==> src/rtl/rate_band_pkg.sv <==
package rate_band_pkg;
    localparam int NUM_BANDS = 39;
    localparam int CODE_W    = 6;
    localparam int BYTE_W    = 8;
    localparam int IDX_W     = $clog2(NUM_BANDS);

    typedef enum logic [1:0] {
        ST_IDLE  = 2'd0,
        ST_SCAN  = 2'd1,
        ST_WRITE = 2'd2
    } prog_state_t;
endpackage

==> src/rtl/rb_rom.sv <==
module rb_rom
    import rate_band_pkg::*;
#(
    parameter int RATE_W = 12
) (
    input  logic [IDX_W-1:0]  idx,
    output logic [RATE_W-1:0] ceiling,
    output logic [CODE_W-1:0] code
);
    // ceilings ascend; code low nibble is the coarse band, upper bits the sub-step
    always_comb begin
        unique case (idx)
            6'd0:  begin ceiling = RATE_W'(90);   code = 6'h00; end
            6'd1:  begin ceiling = RATE_W'(100);  code = 6'h10; end
            6'd2:  begin ceiling = RATE_W'(110);  code = 6'h20; end
            6'd3:  begin ceiling = RATE_W'(130);  code = 6'h01; end
            6'd4:  begin ceiling = RATE_W'(140);  code = 6'h11; end
            6'd5:  begin ceiling = RATE_W'(150);  code = 6'h21; end
            6'd6:  begin ceiling = RATE_W'(170);  code = 6'h02; end
            6'd7:  begin ceiling = RATE_W'(180);  code = 6'h12; end
            6'd8:  begin ceiling = RATE_W'(200);  code = 6'h22; end
            6'd9:  begin ceiling = RATE_W'(220);  code = 6'h03; end
            6'd10: begin ceiling = RATE_W'(240);  code = 6'h13; end
            6'd11: begin ceiling = RATE_W'(250);  code = 6'h23; end
            6'd12: begin ceiling = RATE_W'(270);  code = 6'h04; end
            6'd13: begin ceiling = RATE_W'(300);  code = 6'h14; end
            6'd14: begin ceiling = RATE_W'(330);  code = 6'h05; end
            6'd15: begin ceiling = RATE_W'(360);  code = 6'h15; end
            6'd16: begin ceiling = RATE_W'(400);  code = 6'h25; end
            6'd17: begin ceiling = RATE_W'(450);  code = 6'h06; end
            6'd18: begin ceiling = RATE_W'(500);  code = 6'h16; end
            6'd19: begin ceiling = RATE_W'(550);  code = 6'h07; end
            6'd20: begin ceiling = RATE_W'(600);  code = 6'h17; end
            6'd21: begin ceiling = RATE_W'(650);  code = 6'h08; end
            6'd22: begin ceiling = RATE_W'(700);  code = 6'h18; end
            6'd23: begin ceiling = RATE_W'(750);  code = 6'h09; end
            6'd24: begin ceiling = RATE_W'(800);  code = 6'h19; end
            6'd25: begin ceiling = RATE_W'(850);  code = 6'h29; end
            6'd26: begin ceiling = RATE_W'(900);  code = 6'h39; end
            6'd27: begin ceiling = RATE_W'(950);  code = 6'h0a; end
            6'd28: begin ceiling = RATE_W'(1000); code = 6'h1a; end
            6'd29: begin ceiling = RATE_W'(1050); code = 6'h2a; end
            6'd30: begin ceiling = RATE_W'(1100); code = 6'h3a; end
            6'd31: begin ceiling = RATE_W'(1150); code = 6'h0b; end
            6'd32: begin ceiling = RATE_W'(1200); code = 6'h1b; end
            6'd33: begin ceiling = RATE_W'(1250); code = 6'h2b; end
            6'd34: begin ceiling = RATE_W'(1300); code = 6'h3b; end
            6'd35: begin ceiling = RATE_W'(1350); code = 6'h0c; end
            6'd36: begin ceiling = RATE_W'(1400); code = 6'h1c; end
            6'd37: begin ceiling = RATE_W'(1450); code = 6'h2c; end
            6'd38: begin ceiling = RATE_W'(1500); code = 6'h3c; end
            default: begin ceiling = RATE_W'(1500); code = 6'h3c; end
        endcase
    end
endmodule

==> src/rtl/rb_scan.sv <==
module rb_scan
    import rate_band_pkg::*;
#(
    parameter int RATE_W = 12
) (
    input  logic              clk,
    input  logic              rst_n,
    input  logic              load,
    input  logic [RATE_W-1:0] rate_in,
    input  logic              run,
    output logic              hit,
    output logic [CODE_W-1:0] code
);
    localparam logic [IDX_W-1:0] LAST_IDX = IDX_W'(NUM_BANDS - 1);

    logic [RATE_W-1:0] rate_q;
    logic [IDX_W-1:0]  idx_q;
    logic [RATE_W-1:0] ceiling;

    rb_rom #(.RATE_W(RATE_W)) u_rom (
        .idx     (idx_q),
        .ceiling (ceiling),
        .code    (code)
    );

    // match on an inclusive ceiling, or saturate on the final entry
    assign hit = run && ((rate_q <= ceiling) || (idx_q == LAST_IDX));

    always_ff @(posedge clk or negedge rst_n) begin
        if (!rst_n) begin
            rate_q <= '0;
            idx_q  <= '0;
        end else if (load) begin
            rate_q <= rate_in;
            idx_q  <= '0;
        end else if (run && !hit) begin
            idx_q  <= idx_q + 1'b1;
        end
    end

    AST_IDX_BOUND: assert property (@(posedge clk) disable iff (!rst_n)
        idx_q <= LAST_IDX);
    AST_RATE_HELD: assert property (@(posedge clk) disable iff (!rst_n)
        run |=> $stable(rate_q));
endmodule

==> src/rtl/rb_pack.sv <==
module rb_pack
    import rate_band_pkg::*;
#(
    parameter int FIELD_LSB = 1
) (
    input  logic [CODE_W-1:0] code,
    output logic [BYTE_W-1:0] data_byte
);
    for (genvar i = 0; i < BYTE_W; i++) begin : g_bit
        if (i >= FIELD_LSB && i < FIELD_LSB + CODE_W) begin : g_field
            assign data_byte[i] = code[i - FIELD_LSB];
        end else begin : g_zero
            assign data_byte[i] = 1'b0;
        end
    end
endmodule

==> src/rtl/rate_band_prog.sv <==
module rate_band_prog
    import rate_band_pkg::*;
#(
    parameter int              RATE_W    = 12,
    parameter int              FIELD_LSB = 1,
    parameter logic [BYTE_W-1:0] REG_SEL = 8'h44
) (
    input  logic              clk,
    input  logic              rst_n,
    input  logic              start,
    input  logic [RATE_W-1:0] rate_mbps,
    output logic              seq_req,
    output logic [BYTE_W-1:0] seq_code,
    output logic [BYTE_W-1:0] seq_data,
    input  logic              seq_done,
    input  logic [BYTE_W-1:0] seq_mon,
    output logic              busy,
    output logic [CODE_W-1:0] band_code,
    output logic [BYTE_W-1:0] mon_byte,
    output logic              done
);
    prog_state_t state_q, state_d;

    logic              scan_load;
    logic              scan_run;
    logic              scan_hit;
    logic [CODE_W-1:0] scan_code;
    logic [CODE_W-1:0] band_q;
    logic [BYTE_W-1:0] mon_q;
    logic              done_q;

    rb_scan #(.RATE_W(RATE_W)) u_scan (
        .clk     (clk),
        .rst_n   (rst_n),
        .load    (scan_load),
        .rate_in (rate_mbps),
        .run     (scan_run),
        .hit     (scan_hit),
        .code    (scan_code)
    );

    rb_pack #(.FIELD_LSB(FIELD_LSB)) u_pack (
        .code      (band_q),
        .data_byte (seq_data)
    );

    // state register
    always_ff @(posedge clk or negedge rst_n) begin
        if (!rst_n) state_q <= ST_IDLE;
        else        state_q <= state_d;
    end

    // next state: accept, step, settle, ack
    always_comb begin
        state_d = state_q;
        unique case (state_q)
            ST_IDLE:  if (start)    state_d = ST_SCAN;
            ST_SCAN:  if (scan_hit) state_d = ST_WRITE;
            ST_WRITE: if (seq_done) state_d = ST_IDLE;
            default:                state_d = ST_IDLE;
        endcase
    end

    // result registers
    always_ff @(posedge clk or negedge rst_n) begin
        if (!rst_n) begin
            band_q <= '0;
            mon_q  <= '0;
            done_q <= 1'b0;
        end else begin
            done_q <= (state_q == ST_WRITE) && seq_done;
            if (scan_hit) band_q <= scan_code;
            if ((state_q == ST_WRITE) && seq_done) mon_q <= seq_mon;
        end
    end

    // outputs
    always_comb begin
        scan_load = (state_q == ST_IDLE) && start;
        scan_run  = (state_q == ST_SCAN);
        seq_req   = (state_q == ST_WRITE);
        seq_code  = REG_SEL;
        busy      = (state_q != ST_IDLE);
        band_code = band_q;
        mon_byte  = mon_q;
        done      = done_q;
    end

    AST_REQ_HELD: assert property (@(posedge clk) disable iff (!rst_n)
        (seq_req && !seq_done) |=> (seq_req && $stable(seq_data) && $stable(seq_code)));
    AST_FIELD_EDGES: assert property (@(posedge clk) disable iff (!rst_n)
        seq_req |-> (seq_data[0] == 1'b0 && seq_data[BYTE_W-1] == 1'b0));
    AST_DONE_AFTER_ACK: assert property (@(posedge clk) disable iff (!rst_n)
        done |-> $past(seq_req && seq_done));
    AST_DONE_SINGLE: assert property (@(posedge clk) disable iff (!rst_n)
        done |=> !done);
    AST_IDLE_AT_DONE: assert property (@(posedge clk) disable iff (!rst_n)
        done |-> (!busy && !seq_req));
endmodule

==> config.mk <==
export PLATFORM = sky130hd
export DESIGN_NAME = rate_band_prog
export DESIGN_NICKNAME = d
export VERILOG_FILES = /design/src/rtl/rate_band_pkg.sv /design/src/rtl/rb_rom.sv /design/src/rtl/rb_scan.sv /design/src/rtl/rb_pack.sv /design/src/rtl/rate_band_prog.sv
export SDC_FILE = /design/constraint.sdc
export NUM_CORES = 1
export LEC_CHECK = 0
export BUFFER_PORTS_ARGS = -buffer_cell sky130_fd_sc_hd__buf_2
export CAP_MARGIN = 25
export CELL_PAD_IN_SITES_DETAIL_PLACEMENT = 1
export CELL_PAD_IN_SITES_GLOBAL_PLACEMENT = 2
export CORE_MARGIN = 2
export CORE_UTILIZATION = 34
export CTS_CLUSTER_SIZE = 40
export DETAILED_ROUTE_END_ITERATION = 10
export GPL_TIMING_DRIVEN = 0
export MAX_ROUTING_LAYER = met4
export PLACE_DENSITY_LB_ADDON = 0.1
export SLEW_MARGIN = 20
export SYNTH_ARGS = -nofsm -noshare
export SYNTH_HDL_FRONTEND = slang
export SYNTH_SLANG_ARGS = --single-unit
==> constraint.sdc <==
create_clock -name clk -period 3.95 [get_ports clk]
set_input_delay 0.5925 -clock clk [delete_from_list [all_inputs] [get_ports clk]]
set_output_delay 0.5925 -clock clk [all_outputs]
set_load 0.02 [all_outputs]
==> results.md <==
Outcome:
- The flow ran to the end, and the final reports show no timing, DRC or antenna violations.

Power and ir drop:
- The power share of the combinational group is 66.9%.
- The internal power of the cells totals roughly 0.0014 W.
- VDD sags by at most between 0.0002 and 0.0003 V.
- Sequential cells account for between 20% and 30% of the total power.
- In this run the power density over the cells is 794 mW/mm².
- The net switching power is 0.00121 W.
- The leakage power of the design is 1.57 nW.
- The sum of internal, switching and leakage power is roughly 0.0026 W.
- The relative contribution of the clock network to total power is around 10%.
- The switching share of power is a little under half.

Critical path:
- The kind of end point of the critical path is a flip-flop.
- The maximum fanout count along the critical path is 10.
- Walking the worst path, the cells encountered are clkbuf_4, inv_1, ha_4, nor2b_2, a21oi_1, nor2_1, a2111oi_1, a21o_1, ha_1, nand2_1, o21ai_0, o21ba_2, o21ai_1, mux2_2.
- The standard cell with the maximum stage delay on the critical path is dfrtp_2.
- The logic depth of the worst register-to-register path is 14.
- For this run, the slowest stage of the critical path takes 460 ps.
- The most critical setup path has its startpoint at u_scan.idx_q[0].
- The arrival time of the worst setup path is 3960 ps.
- The worst reg-to-reg setup slack is 170 ps.
- The critical path required time is 4130 ps.
- The worst setup path is of the flip-flop to flip-flop kind.
- The startpoint of the most critical register-to-register path is u_scan.idx_q[0].
- STA classifies the critical path startpoint as a flip-flop.
- The most critical setup path has its endpoint at u_scan.idx_q[1].
- The endpoint identified for the worst register-to-register timing path is u_scan.idx_q[1].

GRT:
- The layer carrying the most global-route usage is met2.
- The number of antenna violations at the first check in global routing is 0.
- The via count of the first global-routing pass came to 2325.
- The global-route wire length before repair is between 10000 and 15000 µm.
- The overall global routing resource usage is a little under a fifth.
- The met1 usage is 24.8%.
- The total global routing overflow is 0.
- The maximum number of pins on one net before global-route repair is 36.
- For met2 alone, demand over resource in global routing was ~30%.
- For this run, global-route usage on met3 was measured as 2.57%.

STA:
- The worst path uses 95.8% of the clock period.
- The number of hold violations in the final report is 0.
- The highest clock rate is 264 MHz.
- The final-report setup violation count is 0.
- For the pin with the worst max-slew slack, the measured transition is ~830 ps.
- The time the final worst path needs with I/O delays and setup is 3780 ps.
- Setup repair after global routing left no endpoint under its margin.
- The worst max-slew margin expressed relative to the limit is 45.0%.
- After layout, the worst setup slack is 166 ps.
- The final-report max-slew violation count is 0.
- The post-route clock skew is 4.13 ps.

Floorplanning:
- The full die area is 0.00878 mm².
- The number of core rows is 32.
- The total area inside the core boundary comes to 0.00777 mm².
- The effective utilization at floorplan is 35.2%.
- The top-level I/O count is 57.
- The die is 93.7 µm tall.
- The die outline width is 93.7 µm.

Detailed routing:
- The total number of vias is 2363.
- The final wirelength is around 7700 µm.
- After detailed routing, the average wire length per cell comes to 16.9 µm.
- The number of detailed-route iterations in the first pass is 4.
- The detailed router finished its first iteration with between 100 and 150 violations.
- The count of antenna-violating nets left after detailed routing is 0.
- Using the TritonRoute via totals, the vias-per-cell ratio works out to 5.20.
- The number of design rule violations left after detail routing is 0.

Final layout:
- The ratio of cells with drive above 1 in the final layout is 35.5%.
- The finished layout holds around 450 standard cells, fillers aside.
- The number of fillers in the final layout is 959.
- The number of nets in the finished design is 394.
- Once layout is complete, the utilization of the core stands at 42.1%.
- The area added between synthesis and finish is 19.6%.
- The repair_antennas step left the layout with diodes totalling 0.

CTS:
- The maximum root-to-sink buffer count is 2.
- CTS placed an instance of clkbuf_8 at the clock tree root.
- The clock-pin slew on the worst setup and hold paths is 80 ps.
- The CTS H-tree depth is 2.
- Buffers inserted during clock tree synthesis total 5.
- The TritonCTS clock tree is yes.
- After clock tree synthesis, the flow added hold-fix buffers numbering 0.
- At the later pin of the worst-skew pair, clock insertion delay measures 290 ps.
- Counting every sink on the clock net gives 35.

Placed design:
- The count of port buffers added during placement is 46.
- The global placer's final weighted congestion is between 0.8 and 0.9.
- The worst slack at placement is -435 ps.
- Detailed placement ended at an HPWL of 5740 µm.
- After detailed placement, the design holds a cell count of 443.

Yosys:
- The most frequently used flop master after synthesis is dfrtp_1.
- The cell count after synthesis is roughly 290.
- The yosys synthesis warning count is 0.
- For this run, asynchronously set or reset flops after synthesis account for 100%.
- The combined area of all synthesized cells is 0.00274 mm².
- The synthesized design contains 0 enable-type register cells.
- The distinct cell type count of the synthesized netlist is 57.
- After synthesis, the mean cell area works out to 9.53 µm².
- Synthesis inferred 35 register bits.
- For this run, the register share of the synthesized area comes to 32.0%.

Min path:
- In this run the worst hold path is classified as primary input to asynchronous set/reset pin.

Job:
- The max-capacitance violation count is 0.
-- registers in the layout, indices dropped and copies added, names as in the netlist --
register / cells
u_scan.idx_q: 6
band_code: 6
state_q: 2
mon_byte: 8
done: 1
u_scan.rate_q: 12
-- cell families after synthesis --
| group | synth area share [%] |
|---|---|
| adders and majority gates | 8.69 |
| and+or+nand+nor | 13.3 |
| buffers and inverters | 10.9 |
| xor gates and xnor gates | 1.28 |
| AOI/OAI and AO/OA | 18.1 |
| other | 0.274 |
| muxes | 15.5 |
| DFF | 32.0 |
-- power groups by stage --
stage / Combinational (W) / Sequential (W) / Clock (W)
floorplan: 0.00118 / 0.000658 / 0
global placement: 0.00165 / 0.000601 / 0
detailed placement: 0.00167 / 0.000609 / 0
CTS: 0.00170 / 0.000602 / 0.000271
global route: 0.00191 / 0.000619 / 0.000284
finish: 0.00174 / 0.000598 / 0.000261
-- critical path: cells and delay by family, from the launching register on --
kind                     cells  cell delay, ps
AND/OR/NAND/NOR              3             320
buffers and inverters        2             430
multiplexers                 1             400
adder cells (fa/ha/maj)      2             540
AO/OA/AOI/OAI                6            1510
flip-flops                   1             460
-- per-layer routing --
layer / part of all wire, % / vias up / wire [µm]
li1: - / 1136 / -
met1: 47 / 1149 / 3570
met2: 47 / 69 / 3640
met3: 4.8 / 9 / 371
met4: 1.2 / 0 / 89
met5: 0 / - / 0
-- placed cells by master (no fill, tap or decap), types with 3 or more instances in the layout --
cell,Yosys,layout
o21ai_0,13,13
inv_1,11,10
a21o_1,3,3
ha_1,19,18
mux2i_1,9,9
clkbuf_1,7,7
xnor2_1,3,3
dfrtp_1,35,34
nand3_1,3,3
a21oi_1,20,20
clkbuf_8,3,8
buf_2,4,50
buf_4,16,20
mux2_2,23,23
nor2_1,23,23
nand2b_1,4,4
o22ai_1,5,5
mux2_4,5,5
nor4_1,3,3
conb_1,2,10
nand2_1,21,21
a211oi_1,5,4
nor3_1,3,3
buf_6,3,3
-- per-stage QoR --
step	hold WS [ps]	area, µm²	TNS (ps)
global route	449	3270	0
detailed placement	489	3120	-3630
CTS	420	3230	0
floorplan	297	2770	0
global placement	485	3120	-3620
finish	390	3270	0
-- timing repair --
action                                  CTS  global route
setup buffers                             1             2
pin swaps                                 0             1
endpoints found under the setup margin   13             8
gates resized for setup                   5             9
-- worst min path at each step --
stage	start	to	slack [ps]
detailed placement	mon_byte[5]	mon_byte[5]	490
global placement	u_scan.rate_q[0]	u_scan.rate_q[0]	480
floorplan	rst_n	band_code[0]	300
CTS	rst_n	u_scan.rate_q[4]	420
finish	rst_n	u_scan.rate_q[4]	390
global route	rst_n	u_scan.rate_q[4]	450
-- cell type report --
cell class	count	area (µm²)	area share [%]
plain buffers	36	260	7.95
clock buffers	6	72.6	2.22
clock inverters	2	12.5	0.382
inverters	12	48.8	1.49
multi-input cells	212	1620	49.5
flip-flops and latches	35	877	26.8
well taps	102	128	3.90
repair buffers	49	253	7.72
-- Yosys cell counts, drive strengths merged, types with 4 or more instances --
library cell	n	area [µm²]
nor3	4	31.3
a211oi	5	37.5
buf	26	185
nor2	24	97.6
mux2	28	334
clkbuf	10	67.6
ha	19	238
nand2b	4	25.0
mux2i	9	90.1
o21ai	14	70.1
dfrtp	35	876
inv	11	41.3
a21oi	21	109
nand2	21	78.8
o22ai	5	31.3
(Power assumes the default switching activity.)
